### src/rtl/i2c_ss_pkg.sv
package i2c_ss_pkg;
  localparam int unsigned ADDR_W  = 7;
  localparam int unsigned BYTE_W  = ADDR_W + 1;
  localparam int unsigned STAT_W  = 8;
  localparam int unsigned LRB_POS = 0;
  localparam int unsigned GC_POS  = 1;
  localparam int unsigned AM_POS  = 2;
  localparam int unsigned N_FLAGS = 3;
endpackage

### src/rtl/i2c_ss_addr_cmp.sv
module i2c_ss_addr_cmp #(
  parameter int unsigned ADDR_W = 7,
  localparam int unsigned BYTE_W = ADDR_W + 1
) (
  input  logic              addr_stb,
  input  logic [BYTE_W-1:0] rx_byte,
  input  logic [ADDR_W-1:0] own_addr,
  input  logic              if_en,
  input  logic              addr_10b,
  input  logic              mst_mode,
  output logic              gc_hit,
  output logic              am_hit
);
  logic qualify;
  logic zero_byte;
  logic own_eq;

  always_comb begin
    qualify   = addr_stb && if_en && !addr_10b && !mst_mode;
    zero_byte = (rx_byte == '0);
    own_eq    = (rx_byte[BYTE_W-1:1] == own_addr);
    gc_hit    = qualify && zero_byte;
    am_hit    = qualify && (own_eq || zero_byte);
  end
endmodule

### src/rtl/i2c_ss_flag.sv
module i2c_ss_flag (
  input  logic clk,
  input  logic rst_n,
  input  logic set_i,
  input  logic clr_i,
  output logic q
);
  logic q_nxt;
  logic upd;

  always_comb begin
    upd   = set_i || clr_i;
    q_nxt = q;
    if (clr_i)      q_nxt = 1'b0;
    else if (set_i) q_nxt = 1'b1;
  end

  always_ff @(posedge clk or negedge rst_n) begin
    if (!rst_n)   q <= 1'b0;
    else if (upd) q <= q_nxt;
  end
endmodule

### src/rtl/i2c_ss_lrb.sv
module i2c_ss_lrb (
  input  logic clk,
  input  logic rst_n,
  input  logic bit_stb,
  input  logic bit_val,
  input  logic ack_stb,
  input  logic ack_lvl,
  input  logic dr_wr,
  output logic q
);
  logic q_nxt;
  logic upd;

  always_comb begin
    upd   = bit_stb || ack_stb || dr_wr;
    q_nxt = q;
    if (dr_wr)        q_nxt = 1'b0;
    else if (ack_stb) q_nxt = ack_lvl;
    else if (bit_stb) q_nxt = bit_val;
  end

  always_ff @(posedge clk or negedge rst_n) begin
    if (!rst_n)   q <= 1'b0;
    else if (upd) q <= q_nxt;
  end

  // a register write leaves the flag at 0
  a_r4_lrb_clear: assert property (@(posedge clk) disable iff (!rst_n)
    dr_wr |=> !q);
  // acknowledge level is loaded
  a_r3_ack_load: assert property (@(posedge clk) disable iff (!rst_n)
    (ack_stb && !dr_wr) |=> (q == $past(ack_lvl)));
  // data bit is loaded
  a_r2_bit_load: assert property (@(posedge clk) disable iff (!rst_n)
    (bit_stb && !ack_stb && !dr_wr) |=> (q == $past(bit_val)));
  // no strobe, no change
  a_r12_lrb_hold: assert property (@(posedge clk) disable iff (!rst_n)
    (!bit_stb && !ack_stb && !dr_wr) |=> $stable(q));
endmodule

### src/rtl/i2c_slv_status.sv
module i2c_slv_status
  import i2c_ss_pkg::*;
(
  input  logic              clk,
  input  logic              rst_n,
  input  logic              if_en,
  input  logic [ADDR_W-1:0] own_addr,
  input  logic              addr_10b,
  input  logic              mst_mode,
  input  logic              start_stb,
  input  logic              stop_stb,
  input  logic              addr_stb,
  input  logic [BYTE_W-1:0] rx_byte,
  input  logic              bit_stb,
  input  logic              bit_val,
  input  logic              ack_stb,
  input  logic              ack_lvl,
  input  logic              dr_wr,
  input  logic              sw_rst,
  output logic              lrb_flag,
  output logic              gcall_flag,
  output logic              match_flag,
  output logic [STAT_W-1:0] status_word
);
  logic gc_hit, am_hit;
  logic gc_clr, am_clr;
  logic [N_FLAGS-1:0] flag_vec;

  i2c_ss_addr_cmp #(.ADDR_W(ADDR_W)) u_cmp (
    .addr_stb (addr_stb),
    .rx_byte  (rx_byte),
    .own_addr (own_addr),
    .if_en    (if_en),
    .addr_10b (addr_10b),
    .mst_mode (mst_mode),
    .gc_hit   (gc_hit),
    .am_hit   (am_hit)
  );

  always_comb begin
    gc_clr = start_stb || stop_stb || !if_en;
    am_clr = (dr_wr && if_en) || !if_en || sw_rst;
  end

  i2c_ss_lrb u_lrb (
    .clk     (clk),
    .rst_n   (rst_n),
    .bit_stb (bit_stb),
    .bit_val (bit_val),
    .ack_stb (ack_stb),
    .ack_lvl (ack_lvl),
    .dr_wr   (dr_wr),
    .q       (lrb_flag)
  );

  i2c_ss_flag u_gc (
    .clk   (clk),
    .rst_n (rst_n),
    .set_i (gc_hit),
    .clr_i (gc_clr),
    .q     (gcall_flag)
  );

  i2c_ss_flag u_am (
    .clk   (clk),
    .rst_n (rst_n),
    .set_i (am_hit),
    .clr_i (am_clr),
    .q     (match_flag)
  );

  always_comb begin
    flag_vec         = '0;
    flag_vec[LRB_POS] = lrb_flag;
    flag_vec[GC_POS]  = gcall_flag;
    flag_vec[AM_POS]  = match_flag;
  end

  generate
    for (genvar i = 0; i < STAT_W; i++) begin : g_stat
      if (i < N_FLAGS) begin : g_flag
        assign status_word[i] = flag_vec[i];
      end else begin : g_pad
        assign status_word[i] = 1'b0;
      end
    end
  endgenerate

  // general call byte sets the flag when no clear is present
  a_r5_gc_set: assert property (@(posedge clk) disable iff (!rst_n)
    (addr_stb && if_en && !addr_10b && !mst_mode && rx_byte == '0
     && !start_stb && !stop_stb) |=> gcall_flag);
  // START, STOP or disable clears general call
  a_r6_gc_clear: assert property (@(posedge clk) disable iff (!rst_n)
    (start_stb || stop_stb || !if_en) |=> !gcall_flag);
  // own address sets match, R/W bit ignored
  a_r7_am_set: assert property (@(posedge clk) disable iff (!rst_n)
    (addr_stb && if_en && !addr_10b && !mst_mode && !sw_rst && !dr_wr
     && rx_byte[BYTE_W-1:1] == own_addr) |=> match_flag);
  // clears of the match flag
  a_r9_am_clear: assert property (@(posedge clk) disable iff (!rst_n)
    ((dr_wr && if_en) || !if_en || sw_rst) |=> !match_flag);
  // no comparison in 10-bit or master mode
  a_r10_no_cmp: assert property (@(posedge clk) disable iff (!rst_n)
    ((addr_10b || mst_mode) && !sw_rst && !dr_wr && if_en)
      |=> $stable(match_flag));
endmodule

### config.mk
export PLATFORM = sky130hd
export DESIGN_NAME = i2c_slv_status
export DESIGN_NICKNAME = d
export VERILOG_FILES = /design/src/rtl/i2c_ss_pkg.sv /design/src/rtl/i2c_ss_addr_cmp.sv /design/src/rtl/i2c_ss_flag.sv /design/src/rtl/i2c_ss_lrb.sv /design/src/rtl/i2c_slv_status.sv
export SDC_FILE = /design/constraint.sdc
export NUM_CORES = 1
export LEC_CHECK = 0
export BUFFER_PORTS_ARGS = -buffer_cell sky130_fd_sc_hd__buf_4
export CORE_AREA = 5 5 42 44
export CTS_BUF_LIST = sky130_fd_sc_hd__clkbuf_4
export DETAILED_ROUTE_END_ITERATION = 12
export DIE_AREA = 0 0 47 49
export PLACE_DENSITY_LB_ADDON = 0.05
export SLEW_MARGIN = 20
export SYNTH_ARGS = -nofsm -noshare
export SYNTH_HDL_FRONTEND = slang
export SYNTH_SLANG_ARGS = --single-unit
### constraint.sdc
create_clock -name clk -period 1.38 [get_ports clk]
set_input_delay 0.138 -clock clk [delete_from_list [all_inputs] [get_ports clk]]
set_output_delay 0.138 -clock clk [all_outputs]
set_load 0.02 [all_outputs]
==> impl_results.md <==
- Status: completed
- VDD IR max: 241 µV
- Area delta synth->final: 88.5%
- FF-to-FF setup slack: 0.54 ns
- First-pass GRT wire length: 1370 µm
- Simple-Gate Fraction of Synth Area: 27.9%
- 1st-pass router iterations: 2
- Clk sink count: 3
- Die area: 2300 µm²
- Post-DRT Antenna Nets: 0
- Worst path cell trace: buf_4
- Final Cycle Share: 66.7%
- Worst r2r src: u_lrb.q$_DFFE_PN0P_
- Clk buf depth: 2
- Register bit count reported by yosys: 3
- Multiplexer share of the synthesized area: 3.28%
- Met3 Usage GRT: 3.32%
- Ant diodes: 0
- Vias in the first global route: 350
- Crit-path max cell delay: 0.39 ns
- Sequential area share after synthesis: 24.6%
- Avg Vias per Cell: 4.03
- Syn Inst Count: 36
- Final hold violations: 0
- Hold Crit Start: stop_stb
- Crit path buf inv count: 1
- P_sw: 95.9 µW
- Cts bufs inserted: 3
- Tmin final: 0.921 ns
- NumNets Final: 101
- Worst Hold Depth: 2
- Final wirelength: 886 µm
- Reg2Reg Depth: 4
- Yosys warnings: 0
- CP endpoint kind: primary output
- Avg Synthesized Cell Area: 8.48 µm²
- GRT overflow: 0
- Sw Share: 24.8%
- Core area: 1400 µm²
- Largest family of logic cells by synthesized area: simple AND/OR/NAND/NOR gates
- Mapped Area: 305 µm²
- WP depth: 1
- FP Rows: 14
- Fmax: 1090 MHz
- Total number of vias: 351
- Xor and xnor area share after synthesis: 20.1%
- Gate power share: 31.2%
- Met2 GRT Util: 11.5%
- Crit-path max FO: 3
- Postcts setup bufs: 0
- Nature of the critical path startpoint: flop
- Layout cells sized above 1: 56.3%
- I/O Buffers: 34
- Max Slew Vio Count: 0
- H-tree depth: 1
- P_leak: 0.305 nW
- Synth Area in Compound Gates: 3.28%
- Detailed Route Iter0 Violations: 2
- Worst path slowest cell: dfrtp_1
- Share of power burned in registers: 23.8%
- Synth Area in Adders: 0%
- RSZ-0062 raised after global routing: no
- Initial antenna violation count: 0
- Residual DRC: 0
- Worst EP required: 1.24 ns
- Die Width: 47 µm
- Worst EP arrival: 0.78 ns
- Clock power frac: 45.0%
- Reg-to-reg endpoint: u_lrb.q$_DFFE_PN0P_
- Skew final: 0 ns
- HPWL Detailed: 804 µm
- Hold Path Sink: u_gc.q$_DFFE_PN0P_
- GR Util All Layers: 8.53%
- Max Cap Viol: 0
- Busiest grt layer: met2
- CTS tree: built
- Met1 global-route usage: 9.47%
- # resized after CTS: 0
- Starting Density: 21.8%
- Worst-path clk slew: 0.04 ns
- Final setup TNS: 0 ns
- Clk_lat worst skew: 0.23 ns
- GPL Wtd Cong: 0.653
- Avg WL per Cell: 10.2 µm
- Root buf cell: clkbuf_4
- Yosys cell types: 14
- # IOs: 40
- Critical path class: flop to primary output
- Crit path max-delay family: flip-flops
- P_int: 291 µW
- Final setup vio count: 0
- Hold_ws: 0.0582 ns
- Largest net degree at the start of global routing: 4
- Die height: 49 µm
- Worst min-delay path class: input pin to flop
- Power Dens Cells: 672 nW/µm²
==> registers in the layout (all words and copies together) (netlist names) <==
name and flops:
u_am.q 1, u_gc.q 1, u_lrb.q 1
==> layer usage <==
metal	vias up	part of all wire, %
li1	181	-
met1	144	33
met2	26	51
met3	0	16
met4	0	0
met5	-	0
==> what timing repair did <==
item                                    4_1_cts  5_1_grt
hold buffers                                  1        0
endpoints found under the hold margin         3        0
endpoints found under the setup margin        0        0
==> placed cells by master, fill, tap and decap left out <==
cell | synthesis | layout
buf_4 | 8 | 34
xor2_1 | 6 | 6
nand2_1 | 1 | 1
nor4_1 | 3 | 3
mux2i_1 | 1 | 1
nand4_1 | 1 | 1
and3_1 | 1 | 1
nor2_1 | 6 | 6
dlygate4sd3_1 | 0 | 1
and4bb_2 | 1 | 1
clkbuf_4 | 0 | 4
conb_1 | 1 | 5
a21oi_1 | 2 | 2
xnor2_1 | 1 | 1
dfrtp_1 | 3 | 3
nor4b_2 | 1 | 1
==> power groups by stage <==
| stage | sequential (mW) | clock (mW) | combinational (mW) |
|---|---|---|---|
| floorplan | 0.0950 | 0 | 0.0522 |
| global placement | 0.0928 | 0 | 0.120 |
| detailed placement | 0.0930 | 0 | 0.120 |
| CTS | 0.0919 | 0.185 | 0.122 |
| global route | 0.0919 | 0.189 | 0.132 |
| finish | 0.0918 | 0.174 | 0.121 |
==> stage by stage <==
step,instances,utilization (%),cell area (µm²),power [mW],setup WS [ns]
after floorplan,40,-,320,0.147,0.474
after global placement,82,38.2,536,0.213,0.279
after detailed placement,82,38.2,536,0.212,0.283
after CTS,87,41.1,576,0.399,0.444
after global routing,87,41.1,576,0.413,0.318
final,87,41.1,576,0.387,0.459
==> cell type report <==
type                       instances  area [µm²]
clock buffer                       4        30.0
fill                             169         826
multi-input combinational         29         185
sequential                         3        75.1
tap                               16        20.0
timing repair buffer              35         265
==> cells in the mapped netlist <==
library cell  count  area share, %
a21oi_1           2            3.3
and3_1            1            2.1
and4bb_2          1            4.1
buf_4             8             20
conb_1            1            1.2
dfrtp_1           3             25
mux2i_1           1            3.3
nand2_1           1            1.2
nand4_1           1            2.1
nor2_1            6            7.4
nor4_1            3            6.1
nor4b_2           1            4.9
xnor2_1           1            2.9
xor2_1            6             17
==> cells by family (layout without fill, tap and decap cells) <==
kind of cell | Yosys count | after routing
mux | 1 | 1
buf+inv | 8 | 39
xor+xnor | 7 | 7
other cells | 1 | 5
flops | 3 | 3
compound gates | 2 | 2
simple gates | 14 | 14
==> worst max path at each step <==
stage / startpoint / endpoint / slack [ns]
after CTS: u_lrb.q$_DFFE_PN0P_ / lrb_flag / 0.44
after global placement: rx_byte[2] / u_gc.q$_DFFE_PN0P_ / 0.28
after floorplan: mst_mode / u_gc.q$_DFFE_PN0P_ / 0.47
final: u_lrb.q$_DFFE_PN0P_ / lrb_flag / 0.46
after detailed placement: rx_byte[2] / u_gc.q$_DFFE_PN0P_ / 0.28
after global routing: rx_byte[2] / u_gc.q$_DFFE_PN0P_ / 0.32
No activity file was read; power rests on OpenSTA's default activity.
